File: src/rtl/ovl_pkg.sv
package ovl_pkg;
  typedef enum logic [1:0] {
    TGT_NONE  = 2'd0,
    TGT_FLASH = 2'd1,
    TGT_RAM   = 2'd2,
    TGT_REG   = 2'd3
  } tgt_e;
endpackage

File: src/rtl/ovl_ctrl_reg.sv
module ovl_ctrl_reg #(
  parameter int SEL_W = 3
) (
  input  logic             clk,
  input  logic             rst,
  input  logic             wr_en,
  input  logic [SEL_W:0]   wdata,
  output logic             ovl_en,
  output logic [SEL_W-1:0] ovl_sel
);
  always_ff @(posedge clk) begin
    if (rst) begin
      ovl_en  <= 1'b0;
      ovl_sel <= '0;
    end else if (wr_en) begin
      ovl_en  <= wdata[SEL_W];
      ovl_sel <= wdata[SEL_W-1:0];
    end
  end

  assert_reg_reset_R1: assert property (@(posedge clk)
    rst |=> (!ovl_en && ovl_sel == '0))
    else $error("control register not cleared by reset");

  assert_reg_load_R11: assert property (@(posedge clk) disable iff (rst)
    wr_en |=> (ovl_en == $past(wdata[SEL_W]) && ovl_sel == $past(wdata[SEL_W-1:0])))
    else $error("register write not visible in next cycle");

  assert_reg_hold_R11: assert property (@(posedge clk) disable iff (rst)
    !wr_en |=> ($stable(ovl_en) && $stable(ovl_sel)))
    else $error("register changed without a write");
endmodule

File: src/rtl/ovl_decode.sv
module ovl_decode
  import ovl_pkg::*;
#(
  parameter int ADDR_W      = 24,
  parameter int BLK_W       = 12,
  parameter int NUM_BLKS    = 8,
  parameter int FLASH_BYTES = 32'h40000,
  parameter int RAM_BASE    = 32'hFF9000,
  parameter int RAM_BYTES   = 32'h3000,
  parameter int WIN_BASE    = 32'hFFA000,
  parameter int REG_ADDR    = 32'hFFFF00,
  parameter int FL_AW       = 18,
  parameter int RAM_AW      = 14,
  parameter int SEL_W       = 3
) (
  input  logic              clk,
  input  logic              rst,
  input  logic              req,
  input  logic [ADDR_W-1:0] addr,
  input  logic              ovl_en,
  input  logic [SEL_W-1:0]  ovl_sel,
  output tgt_e              tgt,
  output logic [FL_AW-1:0]  fl_addr,
  output logic [RAM_AW-1:0] rm_addr
);
  localparam int PG_W    = ADDR_W - BLK_W;
  localparam int WIN_OFF = WIN_BASE - RAM_BASE;
  localparam logic [ADDR_W-1:0] FL_END_A  = ADDR_W'(FLASH_BYTES);
  localparam logic [ADDR_W-1:0] OVL_END_A = ADDR_W'(NUM_BLKS << BLK_W);
  localparam logic [ADDR_W-1:0] RAM_LO_A  = ADDR_W'(RAM_BASE);
  localparam logic [ADDR_W-1:0] RAM_HI_A  = ADDR_W'(RAM_BASE + RAM_BYTES);
  localparam logic [ADDR_W-1:0] REG_A     = ADDR_W'(REG_ADDR);
  localparam logic [RAM_AW-1:0] WIN_OFF_A = RAM_AW'(WIN_OFF);

  logic [PG_W-1:0]     page;
  logic [NUM_BLKS-1:0] blk_hit;
  logic                ovl_hit;

  assign page = addr[ADDR_W-1:BLK_W];

  for (genvar g = 0; g < NUM_BLKS; g++) begin : g_blk
    assign blk_hit[g] = ovl_en && (ovl_sel == SEL_W'(g)) && (page == PG_W'(g));
  end

  assign ovl_hit = |blk_hit;

  always_comb begin
    tgt     = TGT_NONE;
    fl_addr = addr[FL_AW-1:0];
    rm_addr = RAM_AW'(addr - RAM_LO_A);
    if (req) begin
      if (ovl_hit) begin
        tgt     = TGT_RAM;
        rm_addr = WIN_OFF_A + RAM_AW'(addr[BLK_W-1:0]);
      end else if (addr < FL_END_A) begin
        tgt = TGT_FLASH;
      end else if (addr >= RAM_LO_A && addr < RAM_HI_A) begin
        tgt = TGT_RAM;
      end else if (addr == REG_A) begin
        tgt = TGT_REG;
      end
    end
  end

  assert_off_to_flash_R2: assert property (@(posedge clk) disable iff (rst)
    (req && !ovl_en && addr < FL_END_A) |-> (tgt == TGT_FLASH && fl_addr == addr[FL_AW-1:0]))
    else $error("flash access misrouted with overlay off");

  assert_ovl_to_ram_R3: assert property (@(posedge clk) disable iff (rst)
    (req && ovl_en && page == PG_W'(ovl_sel)) |-> (tgt == TGT_RAM && rm_addr[BLK_W-1:0] == addr[BLK_W-1:0]))
    else $error("overlaid block not sent to RAM window");

  assert_high_flash_R5: assert property (@(posedge clk) disable iff (rst)
    (req && addr >= OVL_END_A && addr < FL_END_A) |-> (tgt == TGT_FLASH))
    else $error("non-overlayable flash block redirected");

  assert_ram_own_R6: assert property (@(posedge clk) disable iff (rst)
    (req && addr >= RAM_LO_A && addr < RAM_HI_A) |-> (tgt == TGT_RAM))
    else $error("RAM region not reachable at own address");
endmodule

File: src/rtl/ovl_rdmux.sv
module ovl_rdmux
  import ovl_pkg::*;
#(
  parameter int DATA_W = 32,
  parameter int SEL_W  = 3
) (
  input  logic              clk,
  input  logic              rst,
  input  tgt_e              rd_tgt,
  input  logic              reg_en,
  input  logic [SEL_W-1:0]  reg_sel,
  input  logic [DATA_W-1:0] fl_rdata,
  input  logic [DATA_W-1:0] rm_rdata,
  output logic [DATA_W-1:0] bus_rdata
);
  tgt_e           sel_q;
  logic [SEL_W:0] reg_q;

  always_ff @(posedge clk) begin
    if (rst) begin
      sel_q <= TGT_NONE;
      reg_q <= '0;
    end else begin
      sel_q <= rd_tgt;
      reg_q <= {reg_en, reg_sel};
    end
  end

  always_comb begin
    case (sel_q)
      TGT_FLASH: bus_rdata = fl_rdata;
      TGT_RAM:   bus_rdata = rm_rdata;
      TGT_REG:   bus_rdata = DATA_W'(reg_q);
      default:   bus_rdata = '0;
    endcase
  end

  assert_idle_zero_R8: assert property (@(posedge clk) disable iff (rst)
    (rd_tgt == TGT_NONE) |=> (bus_rdata == '0))
    else $error("read data not zero after idle or unmapped cycle");

  assert_reg_read_R9: assert property (@(posedge clk) disable iff (rst)
    (rd_tgt == TGT_REG) |=> (bus_rdata == DATA_W'($past({reg_en, reg_sel}))))
    else $error("register read-back mismatch");

  assert_flash_read_R10: assert property (@(posedge clk) disable iff (rst)
    (rd_tgt == TGT_FLASH) |=> (bus_rdata == fl_rdata))
    else $error("flash read data not steered");

  assert_ram_read_R10: assert property (@(posedge clk) disable iff (rst)
    (rd_tgt == TGT_RAM) |=> (bus_rdata == rm_rdata))
    else $error("RAM read data not steered");
endmodule

File: src/rtl/ovl_remap.sv
module ovl_remap
  import ovl_pkg::*;
#(
  parameter int ADDR_W      = 24,
  parameter int DATA_W      = 32,
  parameter int BLK_W       = 12,
  parameter int NUM_BLKS    = 8,
  parameter int FLASH_BYTES = 32'h40000,
  parameter int RAM_BASE    = 32'hFF9000,
  parameter int RAM_BYTES   = 32'h3000,
  parameter int WIN_BASE    = 32'hFFA000,
  parameter int REG_ADDR    = 32'hFFFF00,
  localparam int FL_AW      = $clog2(FLASH_BYTES),
  localparam int RAM_AW     = $clog2(RAM_BYTES),
  localparam int SEL_W      = $clog2(NUM_BLKS)
) (
  input  logic              clk,
  input  logic              rst,
  input  logic              bus_req,
  input  logic              bus_we,
  input  logic [ADDR_W-1:0] bus_addr,
  input  logic [DATA_W-1:0] bus_wdata,
  output logic [DATA_W-1:0] bus_rdata,
  output logic              fl_cs,
  output logic              fl_we,
  output logic [FL_AW-1:0]  fl_addr,
  input  logic [DATA_W-1:0] fl_rdata,
  output logic              rm_cs,
  output logic              rm_we,
  output logic [RAM_AW-1:0] rm_addr,
  input  logic [DATA_W-1:0] rm_rdata,
  output logic [DATA_W-1:0] mem_wdata
);
  tgt_e             tgt;
  tgt_e             rd_tgt;
  logic             ovl_en;
  logic [SEL_W-1:0] ovl_sel;
  logic             reg_wr;

  ovl_decode #(
    .ADDR_W(ADDR_W), .BLK_W(BLK_W), .NUM_BLKS(NUM_BLKS),
    .FLASH_BYTES(FLASH_BYTES), .RAM_BASE(RAM_BASE), .RAM_BYTES(RAM_BYTES),
    .WIN_BASE(WIN_BASE), .REG_ADDR(REG_ADDR),
    .FL_AW(FL_AW), .RAM_AW(RAM_AW), .SEL_W(SEL_W)
  ) u_dec (
    .clk(clk), .rst(rst), .req(bus_req), .addr(bus_addr),
    .ovl_en(ovl_en), .ovl_sel(ovl_sel),
    .tgt(tgt), .fl_addr(fl_addr), .rm_addr(rm_addr)
  );

  assign reg_wr    = bus_we && (tgt == TGT_REG);
  assign fl_cs     = (tgt == TGT_FLASH);
  assign rm_cs     = (tgt == TGT_RAM);
  assign fl_we     = fl_cs && bus_we;
  assign rm_we     = rm_cs && bus_we;
  assign mem_wdata = bus_wdata;
  assign rd_tgt    = bus_we ? TGT_NONE : tgt;

  ovl_ctrl_reg #(.SEL_W(SEL_W)) u_reg (
    .clk(clk), .rst(rst), .wr_en(reg_wr), .wdata(bus_wdata[SEL_W:0]),
    .ovl_en(ovl_en), .ovl_sel(ovl_sel)
  );

  ovl_rdmux #(.DATA_W(DATA_W), .SEL_W(SEL_W)) u_mux (
    .clk(clk), .rst(rst), .rd_tgt(rd_tgt),
    .reg_en(ovl_en), .reg_sel(ovl_sel),
    .fl_rdata(fl_rdata), .rm_rdata(rm_rdata), .bus_rdata(bus_rdata)
  );

  assert_one_cs_R8: assert property (@(posedge clk) disable iff (rst)
    $onehot0({fl_cs, rm_cs}))
    else $error("both chip selects active");

  assert_no_cs_idle_R8: assert property (@(posedge clk) disable iff (rst)
    !bus_req |-> (!fl_cs && !rm_cs))
    else $error("chip select without request");

  assert_write_path_R7: assert property (@(posedge clk) disable iff (rst)
    (bus_req && bus_we) |-> (fl_we == fl_cs && rm_we == rm_cs))
    else $error("write enable does not follow routing");
endmodule

File: config.mk
export PLATFORM = sky130hd
export DESIGN_NAME = ovl_remap
export DESIGN_NICKNAME = d
export VERILOG_FILES = /design/src/rtl/ovl_pkg.sv /design/src/rtl/ovl_ctrl_reg.sv /design/src/rtl/ovl_decode.sv /design/src/rtl/ovl_rdmux.sv /design/src/rtl/ovl_remap.sv
export SDC_FILE = /design/constraint.sdc
export NUM_CORES = 1
export LEC_CHECK = 0
export ABC_AREA = 0
export ABC_CLOCK_PERIOD_IN_PS = 2300
export BUFFER_PORTS_ARGS = -buffer_cell sky130_fd_sc_hd__buf_2
export CAP_MARGIN = 20
export CORE_AREA = 3 3 85 87
export CTS_BUF_LIST = sky130_fd_sc_hd__clkbuf_4
export CTS_CLUSTER_DIAMETER = 100
export DETAILED_ROUTE_END_ITERATION = 6
export DIE_AREA = 0 0 88 90
export MAX_ROUTING_LAYER = met4
export PLACE_DENSITY = 0.66
export SLEW_MARGIN = 20
export SYNTH_ARGS = -nofsm -noshare
export SYNTH_HDL_FRONTEND = slang
export SYNTH_SLANG_ARGS = --single-unit
File: constraint.sdc
create_clock -name clk -period 2.3 [get_ports clk]
set_input_delay 0.46 -clock clk [delete_from_list [all_inputs] [get_ports clk]]
set_output_delay 0.46 -clock clk [all_outputs]
set_load 0.02 [all_outputs]
==> report_table.html <==
<table>
<tr><th>Metric</th><th>Value</th></tr>
<tr><th colspan="2">Layout</th></tr>
<tr><td>Proportion of layout cells with a drive suffix above 1</td><td>74.4%</td></tr>
<tr><td>Antenna diode count</td><td>0</td></tr>
<tr><td>Post-layout nets</td><td>427</td></tr>
<tr><td>Most frequent cells in the layout</td><td>157 x sky130_fd_sc_hd__buf_2, 32 x sky130_fd_sc_hd__a22o_1, 24 x sky130_fd_sc_hd__buf_4</td></tr>
<tr><td>Utilization after layout</td><td>35.4%</td></tr>
<tr><td>Commonest non-fill, non-tap cell in the layout</td><td>sky130_fd_sc_hd__buf_2</td></tr>
<tr><td>Area growth from synthesis to layout</td><td>56.3%</td></tr>
<tr><th colspan="2">Job</th></tr>
<tr><td>Count of maximum capacitance violations</td><td>0</td></tr>
<tr><th colspan="2">Synth</th></tr>
<tr><td>Dominant cells by area after synthesis</td><td>sky130_fd_sc_hd__buf_4 32%, sky130_fd_sc_hd__a22o_1 19%, sky130_fd_sc_hd__dfxtp_1 14%</td></tr>
<tr><td>Post-Syn Area per Cell</td><td>8.51 sq um</td></tr>
<tr><td>Syn. warnings</td><td>0</td></tr>
<tr><td>Main combinational cell family by area after synthesis</td><td>buffers and inverters</td></tr>
<tr><td>Top cell type by total area after synthesis</td><td>sky130_fd_sc_hd__buf_4</td></tr>
<tr><td>Number of enable-type register cells in the synthesized netlist</td><td>0</td></tr>
<tr><td>Cell area after synthesis</td><td>1460 sq um</td></tr>
<tr><td>Post-Syn Nets</td><td>300</td></tr>
<tr><td>XOR/XNOR share of the synthesized area</td><td>0.602%</td></tr>
<tr><td>Fraction of synthesis flops using an asynchronous set or reset pin</td><td>0%</td></tr>
<tr><td>Register bit total from synthesis</td><td>10</td></tr>
<tr><td>Adder-cell share of the synthesized area</td><td>4.30%</td></tr>
<tr><td>Number of distinct library cell variants in the gate-level netlist after synthesis</td><td>30</td></tr>
<tr><td>Basic-gate share of the synthesized area counting and, or, nand and nor cells</td><td>16.7%</td></tr>
<tr><td>Share of the synthesized area in the top cell type</td><td>32.0%</td></tr>
<tr><td>Register area share after synthesis</td><td>13.8%</td></tr>
<tr><td>Multiplexer area fraction after synthesis</td><td>7.74%</td></tr>
<tr><td>Area fraction in compound gates after synthesis</td><td>22.4%</td></tr>
<tr><td>Syn Inst Count</td><td>171</td></tr>
<tr><td>Most used flip-flop cell after synthesis</td><td>sky130_fd_sc_hd__dfxtp_1</td></tr>
<tr><th colspan="2">Run status</th></tr>
<tr><td>Status</td><td>finished with violations</td></tr>
<tr><td>Violated checks</td><td>negative setup slack</td></tr>
<tr><th colspan="2">Critical path</th></tr>
<tr><td>Required arrival time at the worst endpoint</td><td>1840 ps</td></tr>
<tr><td>Most common cell on crit path</td><td>sky130_fd_sc_hd__buf_6</td></tr>
<tr><td>Critical path class</td><td>primary input to primary output</td></tr>
<tr><td>Largest fanout on the critical path</td><td>3</td></tr>
<tr><td>Ordered cell list for the critical path</td><td>buf_6 &gt; or4_4 &gt; o41ai_2 &gt; nand4b_1 &gt; a21oi_2 &gt; buf_6</td></tr>
<tr><td>Slowest cell on the critical path</td><td>sky130_fd_sc_hd__or4_4</td></tr>
<tr><td>Length in cells of the worst reg-to-reg path</td><td>5</td></tr>
<tr><td>CP arrival</td><td>1990 ps</td></tr>
<tr><td>Critical Path End Type</td><td>primary output</td></tr>
<tr><td>Crit path launch type</td><td>primary input</td></tr>
<tr><td>Crit path largest cell delay</td><td>530 ps</td></tr>
<tr><th colspan="2">Power</th></tr>
<tr><td>Peak supply drop</td><td>0.263 mV</td></tr>
<tr><td>Leakage</td><td>1.26 nW</td></tr>
<tr><td>Portion of total power attributed to the clock network</td><td>22.0%</td></tr>
<tr><td>Fraction of power consumed by combinational cells</td><td>46.1%</td></tr>
<tr><td>Power density relative to cell area</td><td>239 nW/um^2</td></tr>
<tr><td>Cell-internal power</td><td>364 uW</td></tr>
<tr><td>NetSw</td><td>179 uW</td></tr>
<tr><td>Sequential share of power</td><td>31.9%</td></tr>
<tr><td>Switching share of power</td><td>33.0%</td></tr>
<tr><th colspan="2">Timing</th></tr>
<tr><td>Setup repair after global routing missed its margin</td><td>true</td></tr>
<tr><td>Worst setup margin</td><td>-146 ps</td></tr>
<tr><td>Highest clock rate</td><td>0.409 GHz</td></tr>
<tr><td>Setup-violating endpoint count in the final report</td><td>4</td></tr>
<tr><td>Final Hold Viols</td><td>0</td></tr>
<tr><td>Worst slack on hold paths</td><td>499 ps</td></tr>
<tr><td>Final Critical Period</td><td>2450 ps</td></tr>
<tr><td>Final cycle utilization of the critical path</td><td>106%</td></tr>
<tr><td>Worst slew pin tran</td><td>332 ps</td></tr>
<tr><td>Worst-case clock skew</td><td>3.69 ps</td></tr>
<tr><td>Normalized max-slew margin</td><td>77.9%</td></tr>
<tr><td>Final Max Slew Viols</td><td>0</td></tr>
<tr><th colspan="2">Clock network</th></tr>
<tr><td>Clock-pin slew on the worst setup and hold paths</td><td>60 ps</td></tr>
<tr><td>Sink count of the clock tree</td><td>10</td></tr>
<tr><td>CTS tree</td><td>yes</td></tr>
<tr><td>Worst-case clock buffer depth</td><td>2</td></tr>
<tr><td>Worst-Skew Late Latency</td><td>260 ps</td></tr>
<tr><td>Root Buffer Master</td><td>sky130_fd_sc_hd__clkbuf_4</td></tr>
<tr><td>CTS buffer count</td><td>3</td></tr>
<tr><td>H-tree depth</td><td>1</td></tr>
<tr><th colspan="2">Placement</th></tr>
<tr><td>Placed wire-length estimate after detailed placement</td><td>4.98 mm</td></tr>
<tr><td>Final weighted congestion in routability-driven placement</td><td>0.827</td></tr>
<tr><td>Number of input and output port buffers inserted</td><td>167</td></tr>
<tr><td>Pre-CTS setup slack</td><td>-332 ps</td></tr>
<tr><th colspan="2">Die</th></tr>
<tr><td>Die Wd</td><td>88 microns</td></tr>
<tr><td>Number of standard-cell rows in the floorplan</td><td>29</td></tr>
<tr><td>Initial cell density of the core</td><td>22.7%</td></tr>
<tr><td>Placeable core area</td><td>6420 sq um</td></tr>
<tr><td>Die Height</td><td>90 microns</td></tr>
<tr><td>Number of top-level pins</td><td>224</td></tr>
<tr><td>Area of the die</td><td>7920 sq um</td></tr>
<tr><th colspan="2">Routing</th></tr>
<tr><td>Remaining antenna violation count after routing</td><td>0</td></tr>
<tr><td>Count of routing violations after the opening detailed-route iteration</td><td>33</td></tr>
<tr><td>Routed len/inst</td><td>15.3 microns</td></tr>
<tr><td>First-pass detailed-route iteration total</td><td>5</td></tr>
<tr><td>DR DRC count</td><td>0</td></tr>
<tr><td>Via-to-Cell Ratio</td><td>4.46</td></tr>
<tr><td>Total routed wirelength</td><td>5.72 mm</td></tr>
<tr><td>Total via count after detailed routing</td><td>1668</td></tr>
<tr><th colspan="2">GRT</th></tr>
<tr><td>Largest net degree at the start of global routing</td><td>33</td></tr>
<tr><td>Total overflow reported by the global router</td><td>0</td></tr>
<tr><td>Wire length of the first global-routing pass</td><td>8.08 mm</td></tr>
<tr><td>Number of antenna violations at the first check in global routing</td><td>0</td></tr>
<tr><td>Vias in the first global route</td><td>1650</td></tr>
<tr><td>Overall fraction of global-route tracks in use</td><td>13.1%</td></tr>
<tr><th colspan="2">Worst hold path</th></tr>
<tr><td>Worst min path class</td><td>flip-flop to flip-flop</td></tr>
<tr><td>Hold depth</td><td>1</td></tr>
</table>
area by class of cell:
cell class,count,area (sq um)
Fill cell,664,4150
Timing Repair Buffer,191,1090
Multi-Input combinational cell,89,831
Sequential cell,10,200
Tap cell,77,96.3
Inverter,3,30.0
Clock buffer,3,22.5
Clock inverter,1,3.75
worst max-delay path, delay by kind of cell:
kind	cells	cell delay [ps]
AND/OR/NAND/NOR	2	760
buffers and inverters	2	220
AO/OA/AOI/OAI	2	540
routing by layer:
| layer | vias to the layer above | GRT usage (%) | wire length (microns) |
|---|---|---|---|
| li1 | 809 | - | - |
| met1 | 748 | 14.3 | 1980 |
| met2 | 99 | 23.5 | 3120 |
| met3 | 12 | 3.47 | 560 |
| met4 | 0 | 2.43 | 54 |
| met5 | - | - | 0 |
final timing paths:
path | from | to | slack (ps)
worst max-delay path | bus_addr[6] | rm_cs | -150
worst min-delay path | u_reg.ovl_sel[1] | u_mux.reg_q[1] | 500
worst max register to register | u_reg.ovl_sel[0] | u_mux.sel_q[0] | 710
worst min register to register | u_reg.ovl_sel[1] | u_mux.reg_q[1] | 500
cell families after synthesis:
family / count (synthesis)
buffers and inverters: 72
AOI/OAI and AO/OA: 39
and+or+nand+nor: 35
DFF: 10
muxes: 9
adders and majority gates: 5
xor gates and xnor gates: 1
sequential cells by signal, indices dropped and copies added (netlist names):
name,cells
u_reg.ovl_sel,3
u_mux.reg_q,4
u_mux.sel_q,2
u_reg.ovl_en,1
cell usage after synthesis, drive strengths merged (3+ instances only):
cell type and count:
nand4 3, clkbuf 6, ha 5, nand2 4, nor2 3, a21oi 3, mux2 8, dfxtp 10
nor2b 10, buf 63, a22o 32, inv 3
per-stage QoR:
stage          std cells  area, sq um  total power, mW  TNS [ps]
4_1_cts              372         2240            0.545      -268
3_5_place_dp         366         2100            0.410     -1050
5_1_grt              374         2270            0.581      -584
6_report             374         2270            0.543      -276
2_1_floorplan        171         1510            0.370     -45.9
3_3_place_gp         366         2100            0.407      -888
power by group through the flow:
stage | clock (mW) | combinational (mW) | sequential, mW
CTS | 0.123 | 0.249 | 0.173
detailed placement | 0 | 0.233 | 0.177
global route | 0.137 | 0.271 | 0.173
global placement | 0 | 0.230 | 0.177
finish | 0.120 | 0.250 | 0.173
floorplan | 0 | 0.193 | 0.177
repair_timing:
action | CTS | global route
setup endpoints to repair | 6 | 5
endpoints found under the hold margin | 0 | 0
pin swaps | 5 | 1
resized for setup | 23 | 5
gates cloned | 0 | 0
hold buffers | 0 | 0
buffers inserted | 2 | 2
Note: power is estimated with default switching activity, not from simulation.
